### src/rtl/swreg_pkg.sv
package swreg_pkg;

   // Phases of one serial exchange
   typedef enum logic [3:0] {
      ST_IDLE,
      ST_PREP,
      ST_CSEL,
      ST_BLO,
      ST_BSU,
      ST_BHI,
      ST_TAIL,
      ST_TURN,
      ST_XHI,
      ST_XLO,
      ST_REL
   } sw_state_e;

   function automatic int unsigned umax(input int unsigned a, input int unsigned b);
      return (a > b) ? a : b;
   endfunction

endpackage

### src/rtl/swreg_timer.sv
module swreg_timer #(
   parameter int unsigned CNT_W = 4
) (
   input  logic             clk_i,
   input  logic             rst_ni,
   input  logic             load_i,
   input  logic [CNT_W-1:0] dur_i,
   output logic             expired_o
);

   if (CNT_W < 1) begin : g_bad_w
      $error("swreg_timer: CNT_W must be at least 1");
   end

   logic [CNT_W-1:0] cnt_q;

   always_ff @(posedge clk_i or negedge rst_ni) begin
      if (!rst_ni) begin
         cnt_q <= '0;
      end else if (load_i) begin
         cnt_q <= dur_i - CNT_W'(1);
      end else if (cnt_q != '0) begin
         cnt_q <= cnt_q - CNT_W'(1);
      end
   end

   assign expired_o = (cnt_q == '0);


   phase_len_chk: assert property (@(posedge clk_i) disable iff (!rst_ni)
      (load_i && (dur_i > CNT_W'(1))) |=> !expired_o);

endmodule

### src/rtl/swreg_shifter.sv
module swreg_shifter #(
   parameter int unsigned FRAME_W = 46,
   parameter int unsigned WORD_W  = 32,
   parameter int unsigned CNT_W   = 6
) (
   input  logic               clk_i,
   input  logic               rst_ni,
   input  logic               load_i,
   input  logic [FRAME_W-1:0] frame_i,
   input  logic [CNT_W-1:0]   len_i,
   input  logic               adv_i,
   input  logic               smp_i,
   input  logic               din_i,
   output logic               msb_o,
   output logic               last_o,
   output logic [WORD_W-1:0]  word_o
);

   if (WORD_W < 2) begin : g_bad_word
      $error("swreg_shifter: WORD_W must be at least 2");
   end

   logic [FRAME_W-1:0] frame_q;
   logic [CNT_W-1:0]   left_q;
   logic [WORD_W-1:0]  word_q;

   always_ff @(posedge clk_i or negedge rst_ni) begin
      if (!rst_ni) begin
         frame_q <= '0;
         left_q  <= '0;
         word_q  <= '0;
      end else if (load_i) begin
         frame_q <= frame_i;
         left_q  <= len_i;
         word_q  <= '0;
      end else begin
         if (adv_i) begin
            frame_q <= frame_q << 1;
            left_q  <= left_q - CNT_W'(1);
         end
         if (smp_i) begin
            word_q <= {word_q[WORD_W-2:0], din_i};
         end
      end
   end

   assign msb_o  = frame_q[FRAME_W-1];
   assign last_o = (left_q == CNT_W'(1));
   assign word_o = word_q;


   smp_cnt_chk: assert property (@(posedge clk_i) disable iff (!rst_ni)
      smp_i |-> (left_q != '0));

endmodule

### src/rtl/swreg_rdsel.sv
module swreg_rdsel #(
   parameter int unsigned DATA_W    = 16,
   parameter int unsigned WORD_W    = 32,
   parameter bit          PAIR_PACK = 1'b1
) (
   input  logic [WORD_W-1:0] word_i,
   input  logic              table_i,
   input  logic              odd_i,
   output logic [WORD_W-1:0] rdata_o
);

   if (PAIR_PACK) begin : g_pair
      if (WORD_W < 2 * DATA_W) begin : g_bad_pack
         $error("swreg_rdsel: WORD_W must hold two DATA_W registers");
      end
      always_comb begin
         if (table_i) begin
            rdata_o = word_i;
         end else if (odd_i) begin
            rdata_o = WORD_W'(word_i[2*DATA_W-1 -: DATA_W]);
         end else begin
            rdata_o = WORD_W'(word_i[DATA_W-1:0]);
         end
      end
   end else begin : g_flat
      assign rdata_o = word_i;
   end

endmodule

### src/rtl/sw_serial_master.sv
module sw_serial_master
   import swreg_pkg::*;
#(
   parameter int unsigned EDGE_CYC     = 600,
   parameter int unsigned SETUP_CYC    = 200,
   parameter int unsigned ADDR_W       = 8,
   parameter int unsigned RD_ADDR_W    = 7,
   parameter int unsigned DATA_W       = 16,
   parameter int unsigned WORD_W       = 32,
   parameter int unsigned PREAMBLE_LEN = 32,
   parameter int unsigned XTRA_CLKS    = 2,
   parameter bit          PAIR_PACK    = 1'b1
) (
   input  logic              clk_i,
   input  logic              rst_ni,
   input  logic              req_valid_i,
   input  logic              req_write_i,
   input  logic              req_table_i,
   input  logic [ADDR_W-1:0] req_addr_i,
   input  logic [DATA_W-1:0] req_wdata_i,
   output logic              busy_o,
   output logic              done_o,
   output logic [WORD_W-1:0] rdata_o,
   output logic              ser_cs_o,
   output logic              ser_clk_o,
   output logic              ser_ctl_oe_o,
   output logic              ser_dat_o,
   output logic              ser_dat_oe_o,
   input  logic              ser_dat_i
);

   localparam int unsigned RD_LEN  = PREAMBLE_LEN + 7 + RD_ADDR_W;
   localparam int unsigned WR_LEN  = 3 + ADDR_W + DATA_W;
   localparam int unsigned FRAME_W = umax(RD_LEN, WR_LEN);
   localparam int unsigned BIT_W   = $clog2(umax(FRAME_W, WORD_W) + 1);
   localparam int unsigned TMR_W   = $clog2(umax(EDGE_CYC, SETUP_CYC) + 1);
   localparam int unsigned XC_W    = $clog2(XTRA_CLKS + 1);
   localparam logic [TMR_W-1:0] EDGE_T  = TMR_W'(EDGE_CYC);
   localparam logic [TMR_W-1:0] SETUP_T = TMR_W'(SETUP_CYC);
   localparam logic [XC_W-1:0]  XC_LAST = XC_W'(XTRA_CLKS - 1);

   if (EDGE_CYC < 1 || SETUP_CYC < 1) begin : g_bad_time
      $error("sw_serial_master: phase lengths must be at least one cycle");
   end
   if (RD_ADDR_W > ADDR_W || RD_ADDR_W < 1) begin : g_bad_addr
      $error("sw_serial_master: RD_ADDR_W must lie in 1..ADDR_W");
   end
   if (XTRA_CLKS < 1) begin : g_bad_xtra
      $error("sw_serial_master: XTRA_CLKS must be at least 1");
   end

   sw_state_e         st_q, st_d;
   logic              leg_q, leg_d;
   logic [XC_W-1:0]   xc_q, xc_d;
   logic              op_wr_q, op_tbl_q, op_odd_q;
   logic              done_q;
   logic [WORD_W-1:0] rdata_q;

   logic              tmr_load, tmr_exp;
   logic [TMR_W-1:0]  tmr_dur;
   logic              sh_load, sh_adv, sh_smp, sh_msb, sh_last;
   logic [FRAME_W-1:0] sh_frame;
   logic [BIT_W-1:0]  sh_len;
   logic [WORD_W-1:0] sh_word, sel_word;
   logic              fin;

   // Command framing from the request fields
   logic [RD_LEN-1:0]  rd_frm;
   logic [WR_LEN-1:0]  wr_frm;
   logic [FRAME_W-1:0] cmd_frm;

   assign rd_frm  = {{PREAMBLE_LEN{1'b1}}, 4'b0110, req_table_i, 2'b00,
                     req_addr_i[RD_ADDR_W-1:0]};
   assign wr_frm  = {3'b101, req_addr_i, req_wdata_i};
   assign cmd_frm = req_write_i ? (FRAME_W'(wr_frm) << (FRAME_W - WR_LEN))
                                : (FRAME_W'(rd_frm) << (FRAME_W - RD_LEN));

   swreg_timer #(.CNT_W(TMR_W)) i_timer (
      .clk_i     (clk_i),
      .rst_ni    (rst_ni),
      .load_i    (tmr_load),
      .dur_i     (tmr_dur),
      .expired_o (tmr_exp)
   );

   swreg_shifter #(.FRAME_W(FRAME_W), .WORD_W(WORD_W), .CNT_W(BIT_W)) i_shift (
      .clk_i   (clk_i),
      .rst_ni  (rst_ni),
      .load_i  (sh_load),
      .frame_i (sh_frame),
      .len_i   (sh_len),
      .adv_i   (sh_adv),
      .smp_i   (sh_smp),
      .din_i   (ser_dat_i),
      .msb_o   (sh_msb),
      .last_o  (sh_last),
      .word_o  (sh_word)
   );

   swreg_rdsel #(.DATA_W(DATA_W), .WORD_W(WORD_W), .PAIR_PACK(PAIR_PACK)) i_rdsel (
      .word_i  (sh_word),
      .table_i (op_tbl_q),
      .odd_i   (op_odd_q),
      .rdata_o (sel_word)
   );

   // Phase sequencing
   always_comb begin
      st_d     = st_q;
      leg_d    = leg_q;
      xc_d     = xc_q;
      tmr_load = 1'b0;
      tmr_dur  = EDGE_T;
      sh_load  = 1'b0;
      sh_frame = cmd_frm;
      sh_len   = req_write_i ? BIT_W'(WR_LEN) : BIT_W'(RD_LEN);
      sh_adv   = 1'b0;
      sh_smp   = 1'b0;
      fin      = 1'b0;
      if (st_q == ST_IDLE) begin
         if (req_valid_i) begin
            st_d     = ST_PREP;
            leg_d    = 1'b0;
            tmr_load = 1'b1;
            sh_load  = 1'b1;
         end
      end else if (tmr_exp) begin
         tmr_load = 1'b1;
         case (st_q)
            ST_PREP: st_d = ST_CSEL;
            ST_CSEL: st_d = ST_BLO;
            ST_BLO: begin
               st_d    = ST_BSU;
               tmr_dur = SETUP_T;
            end
            ST_BSU: begin
               st_d   = ST_BHI;
               sh_smp = leg_q;
            end
            ST_BHI: begin
               sh_adv = 1'b1;
               st_d   = sh_last ? ST_TAIL : ST_BLO;
            end
            ST_TAIL: begin
               xc_d = '0;
               st_d = (!leg_q && !op_wr_q) ? ST_TURN : ST_XHI;
            end
            ST_TURN: st_d = ST_XHI;
            ST_XHI:  st_d = ST_XLO;
            ST_XLO: begin
               if (xc_q == XC_LAST) begin
                  if (!leg_q && !op_wr_q) begin
                     leg_d    = 1'b1;
                     st_d     = ST_CSEL;
                     sh_load  = 1'b1;
                     sh_frame = '0;
                     sh_len   = BIT_W'(WORD_W);
                  end else begin
                     st_d = ST_REL;
                  end
               end else begin
                  xc_d = xc_q + XC_W'(1);
                  st_d = ST_XHI;
               end
            end
            ST_REL: begin
               tmr_load = 1'b0;
               fin      = 1'b1;
               st_d     = ST_IDLE;
            end
            default: begin
               tmr_load = 1'b0;
               st_d     = ST_IDLE;
            end
         endcase
      end
   end

   always_ff @(posedge clk_i or negedge rst_ni) begin
      if (!rst_ni) begin
         st_q     <= ST_IDLE;
         leg_q    <= 1'b0;
         xc_q     <= '0;
         op_wr_q  <= 1'b0;
         op_tbl_q <= 1'b0;
         op_odd_q <= 1'b0;
         done_q   <= 1'b0;
         rdata_q  <= '0;
      end else begin
         st_q   <= st_d;
         leg_q  <= leg_d;
         xc_q   <= xc_d;
         done_q <= fin;
         if (st_q == ST_IDLE && req_valid_i) begin
            op_wr_q  <= req_write_i;
            op_tbl_q <= req_table_i;
            op_odd_q <= req_addr_i[0];
         end
         if (fin && !op_wr_q) begin
            rdata_q <= sel_word;
         end
      end
   end

   // Pin decode
   logic in_slot, in_xtra, cs_span;

   assign in_slot = (st_q == ST_BSU) || (st_q == ST_BHI);
   assign in_xtra = (st_q == ST_TURN) || (st_q == ST_XHI) || (st_q == ST_XLO);
   assign cs_span = (st_q == ST_CSEL) || (st_q == ST_BLO) || in_slot ||
                    (st_q == ST_TAIL);

   assign busy_o       = (st_q != ST_IDLE);
   assign done_o       = done_q;
   assign rdata_o      = rdata_q;
   assign ser_ctl_oe_o = (st_q != ST_IDLE) && (st_q != ST_REL);
   assign ser_dat_oe_o = ser_ctl_oe_o && !leg_q && (op_wr_q || !in_xtra);
   assign ser_cs_o     = op_wr_q && cs_span;
   assign ser_clk_o    = (st_q == ST_BHI) || (st_q == ST_XHI);
   assign ser_dat_o    = !leg_q && in_slot && sh_msb;


   dat_oe_ctl_chk: assert property (@(posedge clk_i) disable iff (!rst_ni)
      ser_dat_oe_o |-> ser_ctl_oe_o);


   cs_drive_chk: assert property (@(posedge clk_i) disable iff (!rst_ni)
      ser_cs_o |-> ser_dat_oe_o);


   setup_hold_chk: assert property (@(posedge clk_i) disable iff (!rst_ni)
      ($rose(ser_clk_o) && ser_dat_oe_o) |-> $stable(ser_dat_o));


   done_pulse_chk: assert property (@(posedge clk_i) disable iff (!rst_ni)
      done_o |=> !done_o);


   idle_release_chk: assert property (@(posedge clk_i) disable iff (!rst_ni)
      !ser_ctl_oe_o |-> (!ser_clk_o && !ser_cs_o));

endmodule

### config.mk
export PLATFORM = sky130hd
export DESIGN_NAME = sw_serial_master
export DESIGN_NICKNAME = d
export VERILOG_FILES = /design/src/rtl/swreg_pkg.sv /design/src/rtl/swreg_timer.sv /design/src/rtl/swreg_shifter.sv /design/src/rtl/swreg_rdsel.sv /design/src/rtl/sw_serial_master.sv
export SDC_FILE = /design/constraint.sdc
export NUM_CORES = 1
export LEC_CHECK = 0
export BUFFER_PORTS_ARGS = -buffer_cell sky130_fd_sc_hd__buf_2
export CORE_ASPECT_RATIO = 0.9
export CORE_MARGIN = 8
export CORE_UTILIZATION = 30
export CTS_BUF_LIST = sky130_fd_sc_hd__clkbuf_4
export CTS_CLUSTER_DIAMETER = 30
export DETAILED_ROUTE_END_ITERATION = 8
export SLEW_MARGIN = 5
export SYNTH_ARGS = -nofsm -noshare
export SYNTH_HDL_FRONTEND = slang
export SYNTH_SLANG_ARGS = --single-unit
### constraint.sdc
create_clock -name clk_i -period 6.9 [get_ports clk_i]
set_clock_uncertainty 0.1 [all_clocks]
set_input_delay 0 -clock clk_i [delete_from_list [all_inputs] [get_ports clk_i]]
set_output_delay 0 -clock clk_i [all_outputs]
set_load 0.005 [all_outputs]
==> results of run 1 <==
## registers in the layout, indices dropped and copies added (netlist names)
signal,count
leg_q,1
st_q,4
done_o,1
i_shift.word_o,32
rdata_o,32
i_shift.left_q,6
i_timer.cnt_q,10
i_shift.frame_q,46
xc_q,2
op_odd_q,1
op_tbl_q,1
op_wr_q,1
## cell type report
| cell class | instances | share of cell area [%] |
|---|---|---|
| flip-flops and latches | 137 | 45.6 |
| multi-input cells | 494 | 36.1 |
| repair buffers | 104 | 9.46 |
| well taps | 286 | 4.76 |
| clock buffers | 19 | 1.90 |
| clock inverters | 11 | 1.75 |
| inverters | 9 | 0.449 |
| diodes | 2 | 0.0665 |
## logic make-up (layout without fill, tap and decap cells)
| kind of cell | count (synthesis) | after routing | share of synthesized area (%) |
|---|---|---|---|
| AOI/OAI and AO/OA | 157 | 157 | 13.5 |
| xor gates and xnor gates | 7 | 7 | 0.959 |
| adders and majority gates | 4 | 4 | 0.783 |
| buffers and inverters | 57 | 143 | 4.13 |
| DFF | 137 | 137 | 53.6 |
| muxes | 42 | 42 | 6.58 |
| other | 0 | 2 | 0 |
| and+or+nand+nor | 284 | 284 | 20.5 |
## power groups by stage
stage | clock network [uW] | registers (uW) | logic [uW]
finish | 527 | 1160 | 620
global route | 572 | 1190 | 703
CTS | 547 | 1160 | 628
detailed placement | 0 | 1170 | 610
global placement | 0 | 1170 | 596
floorplan | 0 | 1090 | 509
## Yosys cell counts (4+ instances only)
master	count
sky130_fd_sc_hd__nand2_1	153
sky130_fd_sc_hd__dfrtp_1	137
sky130_fd_sc_hd__o21ai_0	96
sky130_fd_sc_hd__nand3_1	53
sky130_fd_sc_hd__mux2i_1	42
sky130_fd_sc_hd__nor2_1	33
sky130_fd_sc_hd__a21oi_1	31
sky130_fd_sc_hd__clkbuf_1	24
sky130_fd_sc_hd__buf_2	13
sky130_fd_sc_hd__inv_1	9
sky130_fd_sc_hd__nor3_1	7
sky130_fd_sc_hd__buf_1	5
sky130_fd_sc_hd__nor2b_1	5
sky130_fd_sc_hd__o21ai_1	5
sky130_fd_sc_hd__ha_1	4
sky130_fd_sc_hd__nand2b_1	4
sky130_fd_sc_hd__nor4_1	4
sky130_fd_sc_hd__o22a_1	4
sky130_fd_sc_hd__or2_2	4
sky130_fd_sc_hd__xor2_1	4
## layer usage
metal	vias to the layer above	share of wire (%)
li1	2520	-
met1	2472	49
met2	102	46
met3	22	3.6
met4	0	1.6
met5	-	0
## repair_timing
item	CTS	global route
endpoints found under the hold margin	102	0
buffers inserted	0	0
hold buffers	31	0
## path summary, 6_finish.rpt
kind / startpoint / slack, ps / endpoint / cells past startpoint
setup / recovery: st_q[1]$_DFFE_PN0P_ / 3440 / i_timer.cnt_q[6]$_DFFE_PN0P_ / 9
hold reg to reg: rdata_o[18]$_DFFE_PN0P_ / 370 / rdata_o[18]$_DFFE_PN0P_ / 2
setup reg to reg: st_q[1]$_DFFE_PN0P_ / 3440 / i_timer.cnt_q[6]$_DFFE_PN0P_ / 9
hold / removal: req_wdata_i[5] / 120 / i_shift.frame_q[24]$_DFFE_PN0P_ / 4
max in group asynchronous: rst_ni / 5280 / i_shift.word_o[7]$_DFFE_PN0P_ / 4
min in group asynchronous: rst_ni / 510 / i_shift.frame_q[31]$_DFFE_PN0P_ / 4
## stage by stage
step | power (uW) | hold slack [ps]
final | 2310 | 124
after global routing | 2470 | 119
after CTS | 2330 | 79.9
after detailed placement | 1780 | -87.4
after global placement | 1770 | -81.1
after floorplan | 1600 | -396
## tightest hold or removal path, delay by kind of cell
kind | cells | cell delay [ps]
buffers and inverters | 2 | 610
AO/OA/AOI/OAI | 2 | 110
==> run_summary.xml, run 1 <==
<?xml version="1.0" encoding="UTF-8"?>
<metrics>
  <group name="status">
    <metric name="outcome" unit="">complete, no violations</metric>
  </group>
  <group name="detailed_routing">
    <metric name="vias_per_cell" unit="">4.82</metric>
    <metric name="wirelength" unit="um">15400</metric>
    <metric name="drcViolationCount" unit="">0</metric>
    <metric name="route.antenna.remaining_nets" unit="">0</metric>
    <metric name="drt_first_iter_violations" unit="">325</metric>
    <metric name="drt_pre_antenna_iters" unit="">5</metric>
    <metric name="wire_per_inst" unit="um">14.5</metric>
    <metric name="num_vias" unit="">5116</metric>
  </group>
  <group name="yosys">
    <metric name="synth_cell_types" unit="">50</metric>
    <metric name="synth_top_flop_cell" unit="">sky130_fd_sc_hd__dfrtp_1</metric>
    <metric name="synth-edff-count" unit="">0</metric>
    <metric name="synth_area" unit="um2">6390</metric>
    <metric name="netlist_top_cells_area" unit="">sky130_fd_sc_hd__dfrtp_1, sky130_fd_sc_hd__nand2_1, sky130_fd_sc_hd__o21ai_0</metric>
    <metric name="mappedNetlistNets" unit="">722</metric>
    <metric name="synth.ff_latch_count" unit="">137</metric>
    <metric name="cell_type_contributing_the_most_total_cell_area_after_synthesis" unit="">sky130_fd_sc_hd__dfrtp_1</metric>
    <metric name="avgSynthCellArea" unit="um2">9.29</metric>
    <metric name="synth_seq_area_share" unit="%">53.6</metric>
    <metric name="async_reset_ff_share" unit="%">100</metric>
    <metric name="post_synth_inst_count" unit="">688</metric>
    <metric name="synth_warnings" unit="">0</metric>
    <metric name="synth_largest_type_area_fraction" unit="%">53.6</metric>
  </group>
  <group name="floorplan">
    <metric name="i_o_pin_count" unit="">69</metric>
    <metric name="core.rowCount" unit="">50</metric>
    <metric name="floorplan_die_width" unit="um">170</metric>
    <metric name="floorplan.initialDensity" unit="%">30.7</metric>
    <metric name="die-area" unit="um2">26200</metric>
    <metric name="die_h" unit="um">154</metric>
    <metric name="core-area" unit="um2">20800</metric>
  </group>
  <group name="layout">
    <metric name="mostFrequentLayoutCell" unit="">sky130_fd_sc_hd__nand2_1</metric>
    <metric name="finalInstanceArea" unit="um2">7520</metric>
    <metric name="fin_util" unit="%">36.1</metric>
    <metric name="register_area" unit="um2">3430</metric>
    <metric name="final_layout_size_suffix_gt1_share" unit="%">14.7</metric>
    <metric name="area_growth" unit="%">17.7</metric>
    <metric name="multiInputGateArea" unit="um2">2710</metric>
    <metric name="layout.cells.most_common_list" unit="">sky130_fd_sc_hd__nand2_1, sky130_fd_sc_hd__dfrtp_1, sky130_fd_sc_hd__o21ai_0</metric>
    <metric name="number_of_filler_instances_in_the_final_layout" unit="">2130</metric>
    <metric name="fin_nets" unit="">797</metric>
    <metric name="final-instance-count-excl-fill" unit="">1062</metric>
  </group>
  <group name="cts">
    <metric name="ctsHtreeMaxLevel" unit="">4</metric>
    <metric name="post_cts_resize_count" unit="">0</metric>
    <metric name="worst_setup_hold_path_clk_slew" unit="ps">120</metric>
    <metric name="cts_inserted_buffers" unit="">17</metric>
    <metric name="ctsRootBufferMaster" unit="">sky130_fd_sc_hd__clkbuf_4</metric>
    <metric name="clock_tree.buffer_depth" unit="">2</metric>
    <metric name="tritoncts_clock_tree" unit="">built</metric>
    <metric name="clkSinkCount" unit="">137</metric>
    <metric name="clock_insertion_delay_worst_skew" unit="ps">530</metric>
  </group>
  <group name="critical_path">
    <metric name="crit_chain" unit="">nor4_1 &gt; and2_1 &gt; o21ai_1 &gt; nand2_1 &gt; ha_1 &gt; nand2_1 &gt; nor4_1 &gt; xnor2_1 &gt; nand2_1</metric>
    <metric name="cp.buffers_inverters" unit="">0</metric>
    <metric name="sort_of_element_at_the_end_of_the_critical_path" unit="">flop</metric>
    <metric name="slowest_delay" unit="ps">800</metric>
    <metric name="critical_path_start_end_classification" unit="">reg -&gt; reg</metric>
    <metric name="cp_slowest_cell" unit="">sky130_fd_sc_hd__and2_1</metric>
    <metric name="timing.critical_path.arrival" unit="ps">3780</metric>
    <metric name="timing.critical_path.mode_cell" unit="">sky130_fd_sc_hd__nand2_1</metric>
    <metric name="cp.required" unit="ps">7210</metric>
    <metric name="critical_path.max_fanout" unit="">30</metric>
    <metric name="worst_path_dominant_cell_family" unit="">simple AND/OR/NAND/NOR gates</metric>
    <metric name="startpoint_type" unit="">flop</metric>
  </group>
  <group name="pwr">
    <metric name="powerDensity" unit="nW/um2">307</metric>
    <metric name="power.net_switching" unit="uW">814</metric>
    <metric name="power.share.sequential" unit="%">50.3</metric>
    <metric name="power_frac_clock" unit="%">22.9</metric>
    <metric name="p_int" unit="uW">1490</metric>
    <metric name="pleak" unit="uW">0.00343</metric>
    <metric name="max-vdd-ir-drop" unit="uV">121</metric>
    <metric name="power.combinational.fraction" unit="%">26.9</metric>
    <metric name="netSwitchingFraction" unit="%">35.3</metric>
  </group>
  <group name="grt">
    <metric name="grt_use_met2" unit="%">18.5</metric>
    <metric name="grt-busiest-layer" unit="">met2</metric>
    <metric name="grt_use_met3" unit="%">2.72</metric>
    <metric name="met1_usage" unit="%">16.5</metric>
    <metric name="grt_util_all_layers" unit="%">12.1</metric>
    <metric name="gr-total-overflow" unit="">0</metric>
    <metric name="antenna_found_initial" unit="">2</metric>
    <metric name="grt_pass1_wl" unit="um">25800</metric>
    <metric name="grt_start_max_net_pins" unit="">78</metric>
    <metric name="vias_in_the_first_global_route" unit="">4985</metric>
  </group>
  <group name="sta">
    <metric name="worst_slew_pin_slew" unit="ps">1140</metric>
    <metric name="totalNegativeSetupSlack" unit="ps">0</metric>
    <metric name="hold_viol_final" unit="">0</metric>
    <metric name="clock.fmax" unit="MHz">289</metric>
    <metric name="slew_headroom" unit="%">24.0</metric>
    <metric name="post-route-worst-setup-slack" unit="ps">3440</metric>
    <metric name="post-route-period-util" unit="%">50.2</metric>
    <metric name="finalCriticalPeriod" unit="ps">3460</metric>
    <metric name="finalMaxSlewViolations" unit="">0</metric>
    <metric name="report.final.setup_viol" unit="">0</metric>
    <metric name="grt_setup_unrepaired" unit="">false</metric>
  </group>
  <group name="placed_design">
    <metric name="port_buffers" unit="">68</metric>
    <metric name="place_worst_setup_slack" unit="ps">3420</metric>
    <metric name="hpwl" unit="um">9710</metric>
    <metric name="globalplace.congestion" unit="">0.768</metric>
    <metric name="placedCellCount" unit="">999</metric>
    <metric name="placed_area" unit="um2">6920</metric>
  </group>
  <group name="job">
    <metric name="max_cap_violations" unit="">0</metric>
  </group>
  <group name="hold_path">
    <metric name="timing.hold.worst.class" unit="">in -&gt; reg</metric>
  </group>
</metrics>
Power figures use the tool's default switching activity.
==> run 2, diff against run 1 <==
- clock period: 6.9 -> 3.24 ns (I/O delays scaled with it)
==> run_summary.xml, run 2 (same netlist as run 1, synthesis figures left out) <==
<?xml version="1.0" encoding="UTF-8"?>
<metrics>
  <group name="layout">
    <metric name="multiInputGateArea" unit="um2">2720</metric>
    <metric name="regMostFlops" unit="">i_shift.frame_q</metric>
    <metric name="fin_util" unit="%">36.4</metric>
    <metric name="final-instance-count-excl-fill" unit="">1070</metric>
    <metric name="max_reg_flops" unit="">46</metric>
    <metric name="register_area" unit="um2">3430</metric>
    <metric name="final_layout_size_suffix_gt1_share" unit="%">15.6</metric>
    <metric name="fin_nets" unit="">806</metric>
    <metric name="number_of_filler_instances_in_the_final_layout" unit="">2119</metric>
    <metric name="mostFrequentLayoutCell" unit="">sky130_fd_sc_hd__nand2_1</metric>
    <metric name="layout.cells.most_common_list" unit="">sky130_fd_sc_hd__nand2_1, sky130_fd_sc_hd__dfrtp_1, sky130_fd_sc_hd__o21ai_0</metric>
    <metric name="area_growth" unit="%">18.7</metric>
  </group>
  <group name="hold_path">
    <metric name="timing.hold.worst.class" unit="">in -&gt; async</metric>
  </group>
  <group name="floorplan">
    <metric name="floorplan_die_width" unit="um">170</metric>
    <metric name="floorplan.initialDensity" unit="%">30.7</metric>
    <metric name="core.rowCount" unit="">50</metric>
    <metric name="i_o_pin_count" unit="">69</metric>
    <metric name="die-area" unit="um2">26200</metric>
    <metric name="core-area" unit="um2">20800</metric>
    <metric name="die_h" unit="um">154</metric>
  </group>
  <group name="sta">
    <metric name="grt_setup_unrepaired" unit="">false</metric>
    <metric name="finalHoldWorstSlack" unit="ps">-20.6</metric>
    <metric name="post-route-worst-setup-slack" unit="ps">398</metric>
    <metric name="totalNegativeSetupSlack" unit="ps">0</metric>
    <metric name="finalCriticalPeriod" unit="ps">2840</metric>
    <metric name="clock.fmax" unit="MHz">352</metric>
    <metric name="hold_viol_final" unit="">11</metric>
    <metric name="finalMaxSlewViolations" unit="">0</metric>
    <metric name="post-route-period-util" unit="%">87.7</metric>
    <metric name="worst_slew_pin_slew" unit="ps">850</metric>
    <metric name="report.final.setup_viol" unit="">0</metric>
    <metric name="slew_headroom" unit="%">43.3</metric>
  </group>
  <group name="pwr">
    <metric name="max-vdd-ir-drop" unit="uV">255</metric>
    <metric name="powerDensity" unit="nW/um2">653</metric>
    <metric name="power.total" unit="uW">4950</metric>
    <metric name="pleak" unit="uW">0.00346</metric>
  </group>
  <group name="grt">
    <metric name="grt_pass1_wl" unit="um">26200</metric>
    <metric name="gr-total-overflow" unit="">0</metric>
    <metric name="grt_util_all_layers" unit="%">12.2</metric>
    <metric name="antenna_found_initial" unit="">2</metric>
    <metric name="vias_in_the_first_global_route" unit="">5100</metric>
    <metric name="grt_start_max_net_pins" unit="">94</metric>
  </group>
  <group name="cts">
    <metric name="cts.repair_timing.setup_buffer_count" unit="">0</metric>
    <metric name="worst_setup_hold_path_clk_slew" unit="ps">120</metric>
    <metric name="cts_inserted_buffers" unit="">17</metric>
    <metric name="tritoncts_clock_tree" unit="">built</metric>
    <metric name="clock_tree.buffer_depth" unit="">2</metric>
    <metric name="ctsRootBufferMaster" unit="">sky130_fd_sc_hd__clkbuf_4</metric>
    <metric name="clock_insertion_delay_worst_skew" unit="ps">550</metric>
    <metric name="ctsHtreeMaxLevel" unit="">4</metric>
    <metric name="clkSinkCount" unit="">137</metric>
  </group>
  <group name="critical_path">
    <metric name="timing.critical_path.arrival" unit="ps">3220</metric>
    <metric name="r2r_end" unit="">i_shift.frame_q[5]$_DFFE_PN0P_</metric>
    <metric name="sort_of_element_at_the_end_of_the_critical_path" unit="">flop</metric>
    <metric name="critical_path.max_fanout" unit="">16</metric>
    <metric name="cp.required" unit="ps">3620</metric>
    <metric name="rrSetupSlack" unit="ps">400</metric>
    <metric name="startpoint_type" unit="">flop</metric>
    <metric name="critical_path_start_end_classification" unit="">reg -&gt; reg</metric>
    <metric name="rr_startpoint" unit="">st_q[3]$_DFFE_PN0P_</metric>
    <metric name="reg2reg_depth" unit="">6</metric>
  </group>
  <group name="placed_design">
    <metric name="place_worst_setup_slack" unit="ps">574</metric>
    <metric name="port_buffers" unit="">68</metric>
    <metric name="globalplace.congestion" unit="">0.770</metric>
    <metric name="placedCellCount" unit="">1007</metric>
    <metric name="hpwl" unit="um">9780</metric>
  </group>
  <group name="detailed_routing">
    <metric name="wirelength" unit="um">15300</metric>
    <metric name="drt_pre_antenna_iters" unit="">4</metric>
    <metric name="drcViolationCount" unit="">0</metric>
    <metric name="route.antenna.remaining_nets" unit="">0</metric>
    <metric name="wire_per_inst" unit="um">14.3</metric>
    <metric name="vias_per_cell" unit="">4.76</metric>
    <metric name="drt_first_iter_violations" unit="">309</metric>
    <metric name="num_vias" unit="">5098</metric>
  </group>
  <group name="status">
    <metric name="violations_in_the_final_reports" unit="">hold timing</metric>
    <metric name="outcome" unit="">finished, violations left</metric>
  </group>
  <group name="job">
    <metric name="max_cap_violations" unit="">0</metric>
  </group>
</metrics>
-- run 2: cell count changes in the layout (fill, tap and decap cells not counted), sizes merged --
cell	previous run	this run
buf	74	81
clkinvlp	0	1
dlygate4sd3	30	32
clkbuf	19	18
clkinv	8	7
-- run 2: timing repair --
| item | 4_1_cts | 5_1_grt |
|---|---|---|
| endpoints found under the setup margin | 0 | 1 |
| hold buffers | 32 | 0 |
| hold endpoints to repair | 140 | 0 |
| resized for setup | 0 | 1 |
-- run 2: worst max-delay path by stage --
stage,start,end,slack [ps]
after floorplan,st_q[0]$_DFFE_PN0P_,i_timer.cnt_q[6]$_DFFE_PN0P_,910
after global placement,st_q[3]$_DFFE_PN0P_,i_timer.cnt_q[6]$_DFFE_PN0P_,720
after detailed placement,st_q[3]$_DFFE_PN0P_,i_timer.cnt_q[6]$_DFFE_PN0P_,570
after CTS,st_q[3]$_DFFE_PN0P_,i_shift.frame_q[2]$_DFFE_PN0P_,260
after global routing,st_q[3]$_DFFE_PN0P_,i_shift.frame_q[5]$_DFFE_PN0P_,120
final,st_q[3]$_DFFE_PN0P_,i_shift.frame_q[5]$_DFFE_PN0P_,400
-- run 2: cell type report --
type | count | area share (%)
flip-flops and latches | 137 | 45.2
clock inverters | 11 | 1.75
well taps | 286 | 4.72
diodes | 2 | 0.0660
clock buffers | 18 | 1.78
multi-input cells | 494 | 35.8
inverters | 9 | 0.445
repair buffers | 113 | 10.2
-- run 2: per-stage QoR --
step / instance area (um2) / hold slack [ps]
2_1_floorplan: 6390 / -396
4_1_cts: 7580 / 12.7
3_3_place_gp: 6990 / 56.3
6_report: 7590 / -20.6
5_1_grt: 7590 / 26.7
3_5_place_dp: 6990 / 47.8
-- run 2: per-layer routing --
metal  vias to the layer above  track usage (%)  wire, um
met4                         0             4.17       170
met1                      2469             16.8      7780
li1                       2541                -         -
met2                        73             18.3      6960
met5                         -                0         0
met3                        15             2.82       431
-- run 2: worst max-delay path, stage by stage, from the launching register on --
cell and delay (ps):
sky130_fd_sc_hd__dfrtp_1 540, sky130_fd_sc_hd__nor4_1 500, sky130_fd_sc_hd__nand2_1 480, sky130_fd_sc_hd__nor2_4 380, sky130_fd_sc_hd__nand2_1 90, sky130_fd_sc_hd__dlygate4sd3_1 560, sky130_fd_sc_hd__a21oi_1 120
-- run 2: power by group --
part	internal (uW)	switching [uW]
clock	520	601
sequential	2090	318
combinational	586	836
total	3200	1760
